## src/rtl/sfc_pkg.sv

```systemverilog
package sfc_pkg;

    localparam int WAYS  = 4;
    localparam int WAY_W = 2;

    typedef enum logic [1:0] {
        ST_I = 2'd0,
        ST_S = 2'd1,
        ST_E = 2'd2,
        ST_M = 2'd3
    } line_st_e;

    typedef struct packed {
        logic             hit;
        logic [WAY_W-1:0] way;
        line_st_e         st;
    } probe_t;

    // tree: bit0 root (1 -> victim among ways 2/3), bit1 left pair, bit2 right pair
    function automatic logic [WAY_W-1:0] plru_victim(input logic [2:0] t);
        if (!t[0]) return t[1] ? 2'd1 : 2'd0;
        else       return t[2] ? 2'd3 : 2'd2;
    endfunction

    function automatic logic [2:0] plru_touch(input logic [2:0] t, input logic [WAY_W-1:0] w);
        logic [2:0] n;
        n = t;
        if (!w[1]) begin
            n[0] = 1'b1;
            n[1] = (w == 2'd0);
        end else begin
            n[0] = 1'b0;
            n[2] = (w == 2'd2);
        end
        return n;
    endfunction

endpackage

```

## src/rtl/sfc_lookup.sv

```systemverilog
module sfc_lookup
    import sfc_pkg::*;
#(
    parameter int TAG_W = 6
) (
    input  logic                        clk,
    input  logic                        rst,
    input  logic [WAYS-1:0][TAG_W-1:0]  tags,
    input  logic [WAYS-1:0][1:0]        sts,
    input  logic [TAG_W-1:0]            key,
    output probe_t                      probe
);

    logic [WAYS-1:0] match;

    generate
        for (genvar w = 0; w < WAYS; w++) begin : g_cmp
            assign match[w] = (sts[w] != 2'b00) && (tags[w] == key);
        end
    endgenerate

    always_comb begin
        probe = '0;
        for (int w = 0; w < WAYS; w++) begin
            if (match[w]) begin
                probe.hit = 1'b1;
                probe.way = WAY_W'(w);
                probe.st  = line_st_e'(sts[w]);
            end
        end
    end

    AST_ONE_WAY_MATCH: assert property (@(posedge clk) disable iff (rst) $onehot0(match));

endmodule

```

## src/rtl/sfc_flush_ctl.sv

```systemverilog
module sfc_flush_ctl
    import sfc_pkg::*;
#(
    parameter int IDX_W = 2
) (
    input  logic             clk,
    input  logic             rst,
    input  logic             snp_valid,
    input  logic             snp_we,
    input  probe_t           snp_probe,
    input  logic [IDX_W-1:0] snp_set,
    output logic             backoff,
    output logic             busy,
    output logic [IDX_W-1:0] fl_set,
    output logic [WAY_W-1:0] fl_way,
    output logic             fl_to_s
);

    logic hit_dirty;
    logic start;

    assign hit_dirty = snp_valid && snp_probe.hit && (snp_probe.st == ST_M);
    assign start     = hit_dirty && !busy;
    assign backoff   = snp_valid && (busy || hit_dirty);

    always_ff @(posedge clk) begin
        if (rst) begin
            busy    <= 1'b0;
            fl_set  <= '0;
            fl_way  <= '0;
            fl_to_s <= 1'b0;
        end else begin
            busy <= start;
            if (start) begin
                fl_set  <= snp_set;
                fl_way  <= snp_probe.way;
                fl_to_s <= !snp_we;
            end
        end
    end

endmodule

```

## src/rtl/snoop_flush_ctrl.sv

```systemverilog
module snoop_flush_ctrl
    import sfc_pkg::*;
#(
    parameter int ADDR_W = 8,
    parameter int DATA_W = 16,
    parameter int SETS   = 4
) (
    input  logic              clk,
    input  logic              rst,
    input  logic              cpu_req,
    input  logic              cpu_we,
    input  logic              cpu_wt,
    input  logic [ADDR_W-1:0] cpu_addr,
    input  logic [DATA_W-1:0] cpu_wdata,
    output logic              cpu_ready,
    output logic              cpu_hit,
    output logic [DATA_W-1:0] cpu_rdata,
    input  logic              snp_valid,
    input  logic              snp_we,
    input  logic [ADDR_W-1:0] snp_addr,
    output logic              snp_backoff,
    output logic [ADDR_W-1:0] mem_rd_addr,
    input  logic [DATA_W-1:0] mem_rdata,
    output logic              mem_we,
    output logic [ADDR_W-1:0] mem_waddr,
    output logic [DATA_W-1:0] mem_wdata
);

    localparam int IDX_W = $clog2(SETS);
    localparam int TAG_W = ADDR_W - IDX_W;

    logic [TAG_W-1:0]  tag_q  [SETS][WAYS];
    logic [DATA_W-1:0] data_q [SETS][WAYS];
    line_st_e          st_q   [SETS][WAYS];
    logic [2:0]        plru_q [SETS];

    logic [IDX_W-1:0] cpu_set, snp_set;
    logic [TAG_W-1:0] cpu_tag, snp_tag;
    assign cpu_set = cpu_addr[IDX_W-1:0];
    assign cpu_tag = cpu_addr[ADDR_W-1:IDX_W];
    assign snp_set = snp_addr[IDX_W-1:0];
    assign snp_tag = snp_addr[ADDR_W-1:IDX_W];

    logic [WAYS-1:0][TAG_W-1:0] cpu_tags, snp_tags;
    logic [WAYS-1:0][1:0]       cpu_sts, snp_sts;

    always_comb begin
        for (int w = 0; w < WAYS; w++) begin
            cpu_tags[w] = tag_q[cpu_set][w];
            cpu_sts[w]  = st_q[cpu_set][w];
            snp_tags[w] = tag_q[snp_set][w];
            snp_sts[w]  = st_q[snp_set][w];
        end
    end

    probe_t cpu_probe, snp_probe;

    sfc_lookup #(.TAG_W(TAG_W)) u_cpu_lk (
        .clk(clk), .rst(rst), .tags(cpu_tags), .sts(cpu_sts), .key(cpu_tag), .probe(cpu_probe)
    );

    sfc_lookup #(.TAG_W(TAG_W)) u_snp_lk (
        .clk(clk), .rst(rst), .tags(snp_tags), .sts(snp_sts), .key(snp_tag), .probe(snp_probe)
    );

    logic             busy, fl_to_s;
    logic [IDX_W-1:0] fl_set;
    logic [WAY_W-1:0] fl_way;

    sfc_flush_ctl #(.IDX_W(IDX_W)) u_flush (
        .clk(clk), .rst(rst), .snp_valid(snp_valid), .snp_we(snp_we),
        .snp_probe(snp_probe), .snp_set(snp_set), .backoff(snp_backoff),
        .busy(busy), .fl_set(fl_set), .fl_way(fl_way), .fl_to_s(fl_to_s)
    );

    // victim: lowest Invalid way, else tree choice
    logic [WAY_W-1:0] vic_way;
    logic             vic_found;
    always_comb begin
        vic_way   = plru_victim(plru_q[cpu_set]);
        vic_found = 1'b0;
        for (int w = 0; w < WAYS; w++) begin
            if (!vic_found && st_q[cpu_set][w] == ST_I) begin
                vic_way   = WAY_W'(w);
                vic_found = 1'b1;
            end
        end
    end

    logic cpu_fire, wb_silent;
    assign cpu_ready   = !busy && !snp_valid;
    assign cpu_fire    = cpu_req && cpu_ready;
    assign cpu_hit     = cpu_probe.hit;
    assign cpu_rdata   = cpu_probe.hit ? data_q[cpu_set][cpu_probe.way] : mem_rdata;
    assign mem_rd_addr = cpu_addr;
    assign wb_silent   = cpu_probe.hit && !cpu_wt &&
                         (cpu_probe.st == ST_E || cpu_probe.st == ST_M);

    always_comb begin
        mem_we    = 1'b0;
        mem_waddr = cpu_addr;
        mem_wdata = cpu_wdata;
        if (busy) begin
            mem_we    = 1'b1;
            mem_waddr = {tag_q[fl_set][fl_way], fl_set};
            mem_wdata = data_q[fl_set][fl_way];
        end else if (cpu_fire) begin
            if (!cpu_we) begin
                if (!cpu_probe.hit && st_q[cpu_set][vic_way] == ST_M) begin
                    mem_we    = 1'b1;
                    mem_waddr = {tag_q[cpu_set][vic_way], cpu_set};
                    mem_wdata = data_q[cpu_set][vic_way];
                end
            end else if (!wb_silent) begin
                mem_we = 1'b1;
            end
        end
    end

    always_ff @(posedge clk) begin
        if (rst) begin
            for (int s = 0; s < SETS; s++) begin
                plru_q[s] <= 3'b000;
                for (int w = 0; w < WAYS; w++) begin
                    st_q[s][w]   <= ST_I;
                    tag_q[s][w]  <= '0;
                    data_q[s][w] <= '0;
                end
            end
        end else if (busy) begin
            st_q[fl_set][fl_way] <= fl_to_s ? ST_S : ST_I;
        end else if (snp_valid) begin
            if (snp_probe.hit && snp_probe.st != ST_M) begin
                if (snp_we)
                    st_q[snp_set][snp_probe.way] <= ST_I;
                else if (snp_probe.st == ST_E)
                    st_q[snp_set][snp_probe.way] <= ST_S;
            end
        end else if (cpu_req) begin
            if (!cpu_we) begin
                if (cpu_probe.hit) begin
                    plru_q[cpu_set] <= plru_touch(plru_q[cpu_set], cpu_probe.way);
                end else begin
                    tag_q[cpu_set][vic_way]  <= cpu_tag;
                    data_q[cpu_set][vic_way] <= mem_rdata;
                    st_q[cpu_set][vic_way]   <= cpu_wt ? ST_S : ST_E;
                    plru_q[cpu_set]          <= plru_touch(plru_q[cpu_set], vic_way);
                end
            end else if (cpu_probe.hit) begin
                data_q[cpu_set][cpu_probe.way] <= cpu_wdata;
                st_q[cpu_set][cpu_probe.way]   <= wb_silent ? ST_M : ST_S;
                plru_q[cpu_set]                <= plru_touch(plru_q[cpu_set], cpu_probe.way);
            end
        end
    end

    AST_FLUSH_LINE_DIRTY: assert property (@(posedge clk) disable iff (rst)
        busy |-> st_q[fl_set][fl_way] == ST_M);
    AST_FLUSH_CLEANS: assert property (@(posedge clk) disable iff (rst)
        busy |=> st_q[fl_set][fl_way] != ST_M);
    AST_BACKOFF_BLOCKS_CPU: assert property (@(posedge clk) disable iff (rst)
        snp_backoff |-> !cpu_ready);
    AST_WB_HIT_SILENT: assert property (@(posedge clk) disable iff (rst)
        (cpu_fire && cpu_we && wb_silent) |-> !mem_we);
    AST_DIRTY_HIT_BACKS_OFF: assert property (@(posedge clk) disable iff (rst)
        (snp_valid && snp_probe.hit && snp_probe.st == ST_M) |-> snp_backoff);

endmodule

```

## config.mk

```make
export PLATFORM = sky130hd
export DESIGN_NAME = snoop_flush_ctrl
export DESIGN_NICKNAME = d
export VERILOG_FILES = /design/src/rtl/sfc_pkg.sv /design/src/rtl/sfc_lookup.sv /design/src/rtl/sfc_flush_ctl.sv /design/src/rtl/snoop_flush_ctrl.sv
export SDC_FILE = /design/constraint.sdc
export NUM_CORES = 1
export LEC_CHECK = 0
export ABC_AREA = 1
export BUFFER_PORTS_ARGS = -buffer_cell sky130_fd_sc_hd__buf_2
export CORE_UTILIZATION = 40
export DETAILED_ROUTE_END_ITERATION = 6
export PLACE_DENSITY_LB_ADDON = 0.15
export SYNTH_ARGS = -nofsm -noshare
export SYNTH_HDL_FRONTEND = slang
export SYNTH_SLANG_ARGS = --single-unit
export TNS_END_PERCENT = 100
```

## constraint.sdc

```tcl
create_clock -name clk -period 5.4 [get_ports clk]
set_input_delay 0.27 -clock clk [delete_from_list [all_inputs] [get_ports clk]]
set_output_delay 0.27 -clock clk [all_outputs]
set_load 0.1 [all_outputs]
```

==> out/metrics.csv, run 1 <==
metric;value;unit
core area;62200;um2
CP required;5130;ps
CP Data Arrival Time;4510;ps
post-synthesis simple-gate area fraction;28.2;%
antenna violations before repair;5;
Synth Warn #;0;
CP Class;reg2out;
global-route wire length before repair;154;mm
Avg Inst Size Synth;7.47;um2
Clock Tree Root;clkbuf_16;
sequential area share after synthesis;47.6;%
crit path max fanout;12;
Area Growth Syn to Fin;12.9;%
Mapped Nets;3446;
fin crit share;88.4;%
largest net degree at the start of global routing;153;
crit path capture type;output pin;
port bufs;106;
count of cell types in the netlist;46;
post-synthesis register bit count;404;
vias in the first global route;23200;
drt via density;5.91;
Power Density;282;nW/um2
full die area;64300;um2
Routed Wire Length;107;mm
delay-heaviest family, CP;simple AND/OR/NAND/NOR gates;
Sw Share;30.7;%
post-synthesis compound-gate area fraction;16.4;%
post-cts sizing count;0;
net load switching power;2.47;mW
Cells after Synth;3391;
mapped cell area;25300;um2
post-synthesis mux area share;0;%
H-tree Lvls;2;
maxcap violations;0;
Iter 0 DRT Violations;3260;
Leakage Power;12.0;nW
CP Cell Sequence;inv_1 -> o21ai_0 -> nand2_1 -> nand2_1 -> nand2_1 -> nand2_1 -> nor2_1 -> nand2_1 -> nor2_2 -> nor2_4 -> inv_1 -> nor2_1 -> inv_1 -> o221ai_1 -> a31oi_1 -> a21oi_1 -> buf_12;
setup TNS;0;ps
Rel. slew slack;26.4;%
run status;completed;
Fin. Hold Viols;0;
hpwl dp;76.0;mm
Die Span Y;254;um
combinational share of power;17.2;%
TritonRoute pass-1 iters;6;
worst-margin pin slew;1100;ps
Period minus WS final;4780;ps
Startpoint Class;flop;
total gr overflow;0;
clock share of power;37.8;%
Synth Flop Type;edfxtp_1;
register share of total power;45.0;%
VDD IR max;0.275;mV
setup bufs post-CTS;0;
Fin Clk Skew;36.1;ps
Layout Nets;3462;
CP max-delay cell;nor2_1;
most common cell after layout, fill and taps aside;nand2_1;
unrepaired setup endpoints after global routing;false;
Pins Over Slew Limit;0;
clock buffer depth;3;
DR DRC count;0;
upper clock frequency limit;209;MHz
total CTS buffers;45;
Initial Util;40.7;%
die extent in x;254;um
adder and majority cell fraction of the synthesized area;0;%
DR vias;25302;
CTS tree;done;
Clk pin slew, worst setup/hold paths;70;ps
Top Ports;107;
most frequent cells in the layout;913 x nand2_1, 576 x nor2_1, 396 x edfxtp_1;
Hold Path Class;in2reg;
CP bufs+invs;4;
GRT Util Overall;32.8;%
CTS Sinks;404;
GPL Wtd Cong;1.03;
max incr delay on CP;510;ps
WL/cell;25.1;um
main combinational cell family by area after synthesis;simple AND/OR/NAND/NOR gates;
remaining antenna violation count;0;
row count;91;
Synth Area in XOR/XNOR;0.0692;%
Int Pwr;5.58;mW
fin util;46.0;%
Skew-Pair Late Insertion Delay;620;ps
CP most frequent cell;nand2_1;
Async SR Flop Fraction;0;%
proportion of layout cells with a drive suffix above 1;8.92;%
Post-synth EDFFs;396;
final setup fails;0;
[worst paths after layout]
kind | from | endpoint | slack [ps] | cells past startpoint
setup / recovery | tag_q[0][10]$_SDFFCE_PN0P_ | cpu_rdata[2] | 620 | 17
hold / removal | mem_rdata[1] | data_q[2][1]$_SDFFCE_PN0P_ | 160 | 3
setup reg to reg | tag_q[0][17]$_SDFFCE_PN0P_ | st_q[0][1]$_SDFFCE_PN0P_ | 1330 | 20
hold reg to reg | u_flush.fl_set[1]$_SDFFE_PP0P_ | flop | 550 | 2
[Yosys cell counts (5+ instances only)]
library cell  count  area (um2)
buf_2            29         145
buf_1            18        67.6
a221oi_1         56         490
a31oi_1          11        68.8
nand2_2           6        37.5
nor2_2            8        50.1
o22ai_1          32         200
nor2_1          579        2170
inv_1           249         935
buf_4            17         128
edfxtp_1        396       11900
nand4_1          31         194
o21ai_1          24         120
inv_2            12        45.0
a22oi_1          21         158
nand2_1         914        3430
nor3_1            5        25.0
clkbuf_1        146         548
buf_6             5        56.3
dfxtp_1           8         160
nand3_1         191         956
o21ai_0         388        1940
nor2_4            6        67.6
o211ai_1         20         150
a21oi_1         173         866
[metrics by stage]
stage                     power (mW)  hold WS (ps)  instance area [um2]  worst slack, ps  cells
after floorplan                 4.49           342                25300             54.1   3391
after global placement          5.04           517                27100              956   4195
after detailed placement        5.04           535                27100              918   4195
after CTS                       8.06           154                28600              862   4278
after global routing            8.26           196                28600              536   4278
final                           8.06           165                28600              624   4279
[cell families after synthesis]
logic type | Yosys count
buf+inv | 481
xor+xnor | 2
simple gates | 1760
compound gates | 744
flops | 404
[what timing repair did]
item	in CTS	in global routing
endpoints found under the hold margin	2	0
hold buffers	2	0
endpoints found under the setup margin	0	0
[worst min-delay path, delay by kind of cell]
family	cells	cell delay, ps
and+or+nand+nor	1	90
buffers and inverters	1	150
AOI/OAI and AO/OA	1	140
[routing by layer]
layer  vias up  wire length [um]  track usage [%]
li1      11466                 -                -
met1     11962             41800             42.5
met2      1575             49000             52.5
met3       293              9570             4.39
met4         6              6920             19.6
met5         -                41                0
[power groups by stage]
stage	Sequential, mW	Clock [mW]	Combinational (mW)
2_1_floorplan	3.66	0	0.839
3_3_place_gp	3.69	0	1.35
3_5_place_dp	3.69	0	1.35
4_1_cts	3.62	3.08	1.36
5_1_grt	3.63	3.18	1.45
6_report	3.62	3.05	1.38
[state kept, by name (all words and copies together) (netlist names), named ones only]
signal / cells
data_q: 256
plru_q: 12
st_q: 32
tag_q: 96
u_flush.busy: 1
u_flush.fl_set: 2
u_flush.fl_to_s: 1
u_flush.fl_way: 2
[area by class of cell]
| cell class | instances | area [um2] |
|---|---|---|
| antenna | 1 | 2.50 |
| clock buffer | 51 | 1150 |
| clock inverter | 30 | 282 |
| fill | 6296 | 33600 |
| inverter | 266 | 1010 |
| multi-input combinational | 2506 | 11300 |
| sequential | 404 | 12100 |
| tap | 837 | 1050 |
| timing repair buffer | 184 | 1700 |
(Power assumes the default switching activity.)
==> run 2: changes to the inputs <==
Clock period 5.4 ns to 3.85 ns, I/O delays scaled along.
==> out/metrics.csv, run 2 (synthesis results as in run 1) <==
metric;value;unit;change
port bufs;106;;unchanged
hpwl dp;82.2;mm;was 76.0 mm
Clk pin slew, worst setup/hold paths;60;ps;was 70 ps
final setup fails;0;;unchanged
setup TNS;0;ps;unchanged
worst setup path startpoint;st_q[3][6]$_SDFFCE_PN0P_;;was tag_q[0][10]$_SDFFCE_PN0P_
TritonRoute pass-1 iters;6;;unchanged
Routed Wire Length;114;mm;was 107 mm
Largest regs;data_q: 256 flops, tag_q: 96 flops, st_q: 32 flops;;unchanged
GRT Util Overall;35.4;%;was 32.8%
max incr delay on CP;430;ps;was 510 ps
Clock Tree Root;clkbuf_16;;unchanged
CTS Sinks;404;;unchanged
Skew-Pair Late Insertion Delay;620;ps;about the same
unrepaired setup endpoints after global routing;false;;unchanged
proportion of layout cells with a drive suffix above 1;12.9;%;was 8.92%
Pins Over Slew Limit;0;;unchanged
CP most frequent cell;nand2_1;;unchanged
Area Growth Syn to Fin;19.1;%;was 12.9%
Reg-to-Reg End;data_q[2][15]$_SDFFCE_PN0P_;;was st_q[0][1]$_SDFFCE_PN0P_
clock buffer depth;3;;unchanged
Antenna Cells;0;;was 1
Top Ports;107;;unchanged
CP Class;reg2out;;unchanged
Largest Register;data_q;;unchanged
full die area;64300;um2;unchanged
CTS tree;done;;unchanged
max FFs per register;256;;unchanged
CP Cell Sequence;nand3_1 -> nand2_1 -> nor2_4 -> nand2_2 -> nand2_1 -> inv_2 -> nand2_4 -> inv_2 -> nand2_4 -> inv_2 -> nand2_1 -> nand4_1 -> a211oi_4 -> buf_6 -> nand2_2 -> nand2_1 -> o21ai_1 -> o21ai_2 -> buf_12;;was inv_1 -> o21ai_0 -> nand2_1 -> nand2_1 -> nand2_1 -> nand2_1 -> nor2_1 -> nand2_1 -> nor2_2 -> nor2_4 -> inv_1 -> nor2_1 -> inv_1 -> o221ai_1 -> a31oi_1 -> a21oi_1 -> buf_12
CP max-delay cell;edfxtp_1;;was nor2_1
Worst Hold Depth;4;;was 3
VDD IR max;0.437;mV;was 0.275 mV
remaining antenna violation count;0;;unchanged
fin crit share;96.6;%;
Leakage Power;12.8;nW;was 12.0 nW
CP required;3660;ps;was 5130 ps
delay-heaviest family, CP;simple AND/OR/NAND/NOR gates;;unchanged
total CTS buffers;46;;was 45
crit path capture type;output pin;;unchanged
global-route wire length before repair;165;mm;was 154 mm
antenna violations before repair;1;;was 5
GPL Wtd Cong;1.02;;was 1.03
core area;62200;um2;unchanged
most frequent cells in the layout;905 x nand2_1, 570 x nor2_1, 396 x edfxtp_1;;was 913 x nand2_1, 576 x nor2_1, 396 x edfxtp_1
drt via density;5.87;;was 5.91
CP Data Arrival Time;3530;ps;was 4510 ps
die extent in x;254;um;unchanged
run status;completed;;unchanged
maxcap violations;0;;unchanged
post-placement cell count;4301;;was 4195
origin of the critical flop-to-flop path;tag_q[1][4]$_SDFFCE_PN0P_;;was tag_q[0][17]$_SDFFCE_PN0P_
row count;91;;unchanged
worst reg2reg setup slack;270;ps;was 1330 ps
most common cell after layout, fill and taps aside;nand2_1;;unchanged
Fin Clk Skew;27.9;ps;was 36.1 ps
H-tree Lvls;2;;unchanged
vias in the first global route;24566;;was 23200
Hold Path Class;in2reg;;unchanged
Worst Reg-to-Reg Cells;14;;was 20
DR vias;25838;;was 25302
WL/cell;25.8;um;was 25.1 um
Layout Nets;3582;;was 3462
Die Span Y;254;um;unchanged
Power Density;400;nW/um2;was 282 nW/um2
Iter 0 DRT Violations;3221;;was 3260
final std cells w/o fill;4401;;was 4279
Setup crit end;mem_wdata[10];;was cpu_rdata[2]
DR DRC count;0;;unchanged
Fin. Hold Viols;0;;unchanged
largest net degree at the start of global routing;100;;was 153
Startpoint Class;flop;;unchanged
upper clock frequency limit;269;MHz;
Rel. slew slack;37.3;%;was 26.4%
Period minus WS final;3720;ps;
total gr overflow;0;;unchanged
crit path max fanout;6;;was 12
Initial Util;40.7;%;unchanged
worst-margin pin slew;940;ps;was 1100 ps
CP bufs+invs;5;;was 4
Levels on crit path;19;;was 17
==> run 2: changes by cell type in the layout (fill, tap and decap cells not counted), moves of 8 or more <==
| cell | change |
|---|---|
| buf_4 | +97 |
| buf_12 | +22 |
| nand2_2 | +9 |
| o21ai_2 | +9 |
| nand2_1 | -8 |
| o21ai_0 | -8 |
==> run 2: cell type report <==
type | instances | area [um2]
fillers | 6211 | 32000
flip-flops and latches | 404 | 12100
multi-input cells | 2508 | 11500
repair buffers | 301 | 2870
clock buffers | 54 | 1200
well taps | 837 | 1050
inverters | 266 | 1010
clock inverters | 31 | 458
==> run 2: power by group <==
| part | switching (mW) | internal (mW) |
|---|---|---|
| registers | 0.0981 | 4.98 |
| logic | 1.54 | 0.585 |
| clock network | 1.94 | 2.93 |
==> run 2: how the worst min path moves through the flow <==
stage,endpoint,slack [ps],start
6_report,u_flush.fl_set[0]$_SDFFE_PP0P_,80,snp_valid
5_1_grt,data_q[2][1]$_SDFFCE_PN0P_,130,mem_rdata[1]
4_1_cts,u_flush.fl_set[0]$_SDFFE_PP0P_,50,snp_valid
3_5_place_dp,u_flush.fl_to_s$_SDFFE_PP0P_,490,u_flush.fl_to_s$_SDFFE_PP0P_
3_3_place_gp,u_flush.fl_to_s$_SDFFE_PP0P_,480,u_flush.fl_to_s$_SDFFE_PP0P_
2_1_floorplan,u_flush.busy$_SDFF_PP0_,260,rst
==> run 2: tightest hold or removal path, stage by stage <==
cell     delay (ps)
buf_2           130
nand4_1         120
a21oi_1          80
nor2_1          100
==> run 2: routing by layer <==
layer / vias up / global-route usage (%) / routed length (um)
met5: - / 0 / 0
met1: 12423 / 44.7 / 43900
met3: 296 / 5.08 / 9380
met4: 0 / 19.5 / 7100
li1: 11697 / - / -
met2: 1422 / 58.3 / 53200
==> run 2: stage by stage <==
step / cell area [um2] / total power [mW] / hold WS [ps] / utilization, % / worst slack [ps]
finish: 30200 / 12.1 / 76.5 / 48.5 / 132
CTS: 30000 / 12.1 / 54.9 / 48.3 / -22.2
global placement: 28200 / 7.21 / 482 / 45.4 / -176
detailed placement: 28200 / 7.21 / 489 / 45.4 / -219
global route: 30200 / 12.4 / 126 / 48.5 / 5.56
floorplan: 25400 / 6.31 / 265 / - / -380
==> run 2: timing repair <==
action,in CTS,in global routing
pin swaps,4,7
gates cloned,2,0
hold buffers,2,0
setup buffers,4,7
endpoints found under the hold margin,4,0
setup endpoints to repair,33,39
resized for setup,20,19
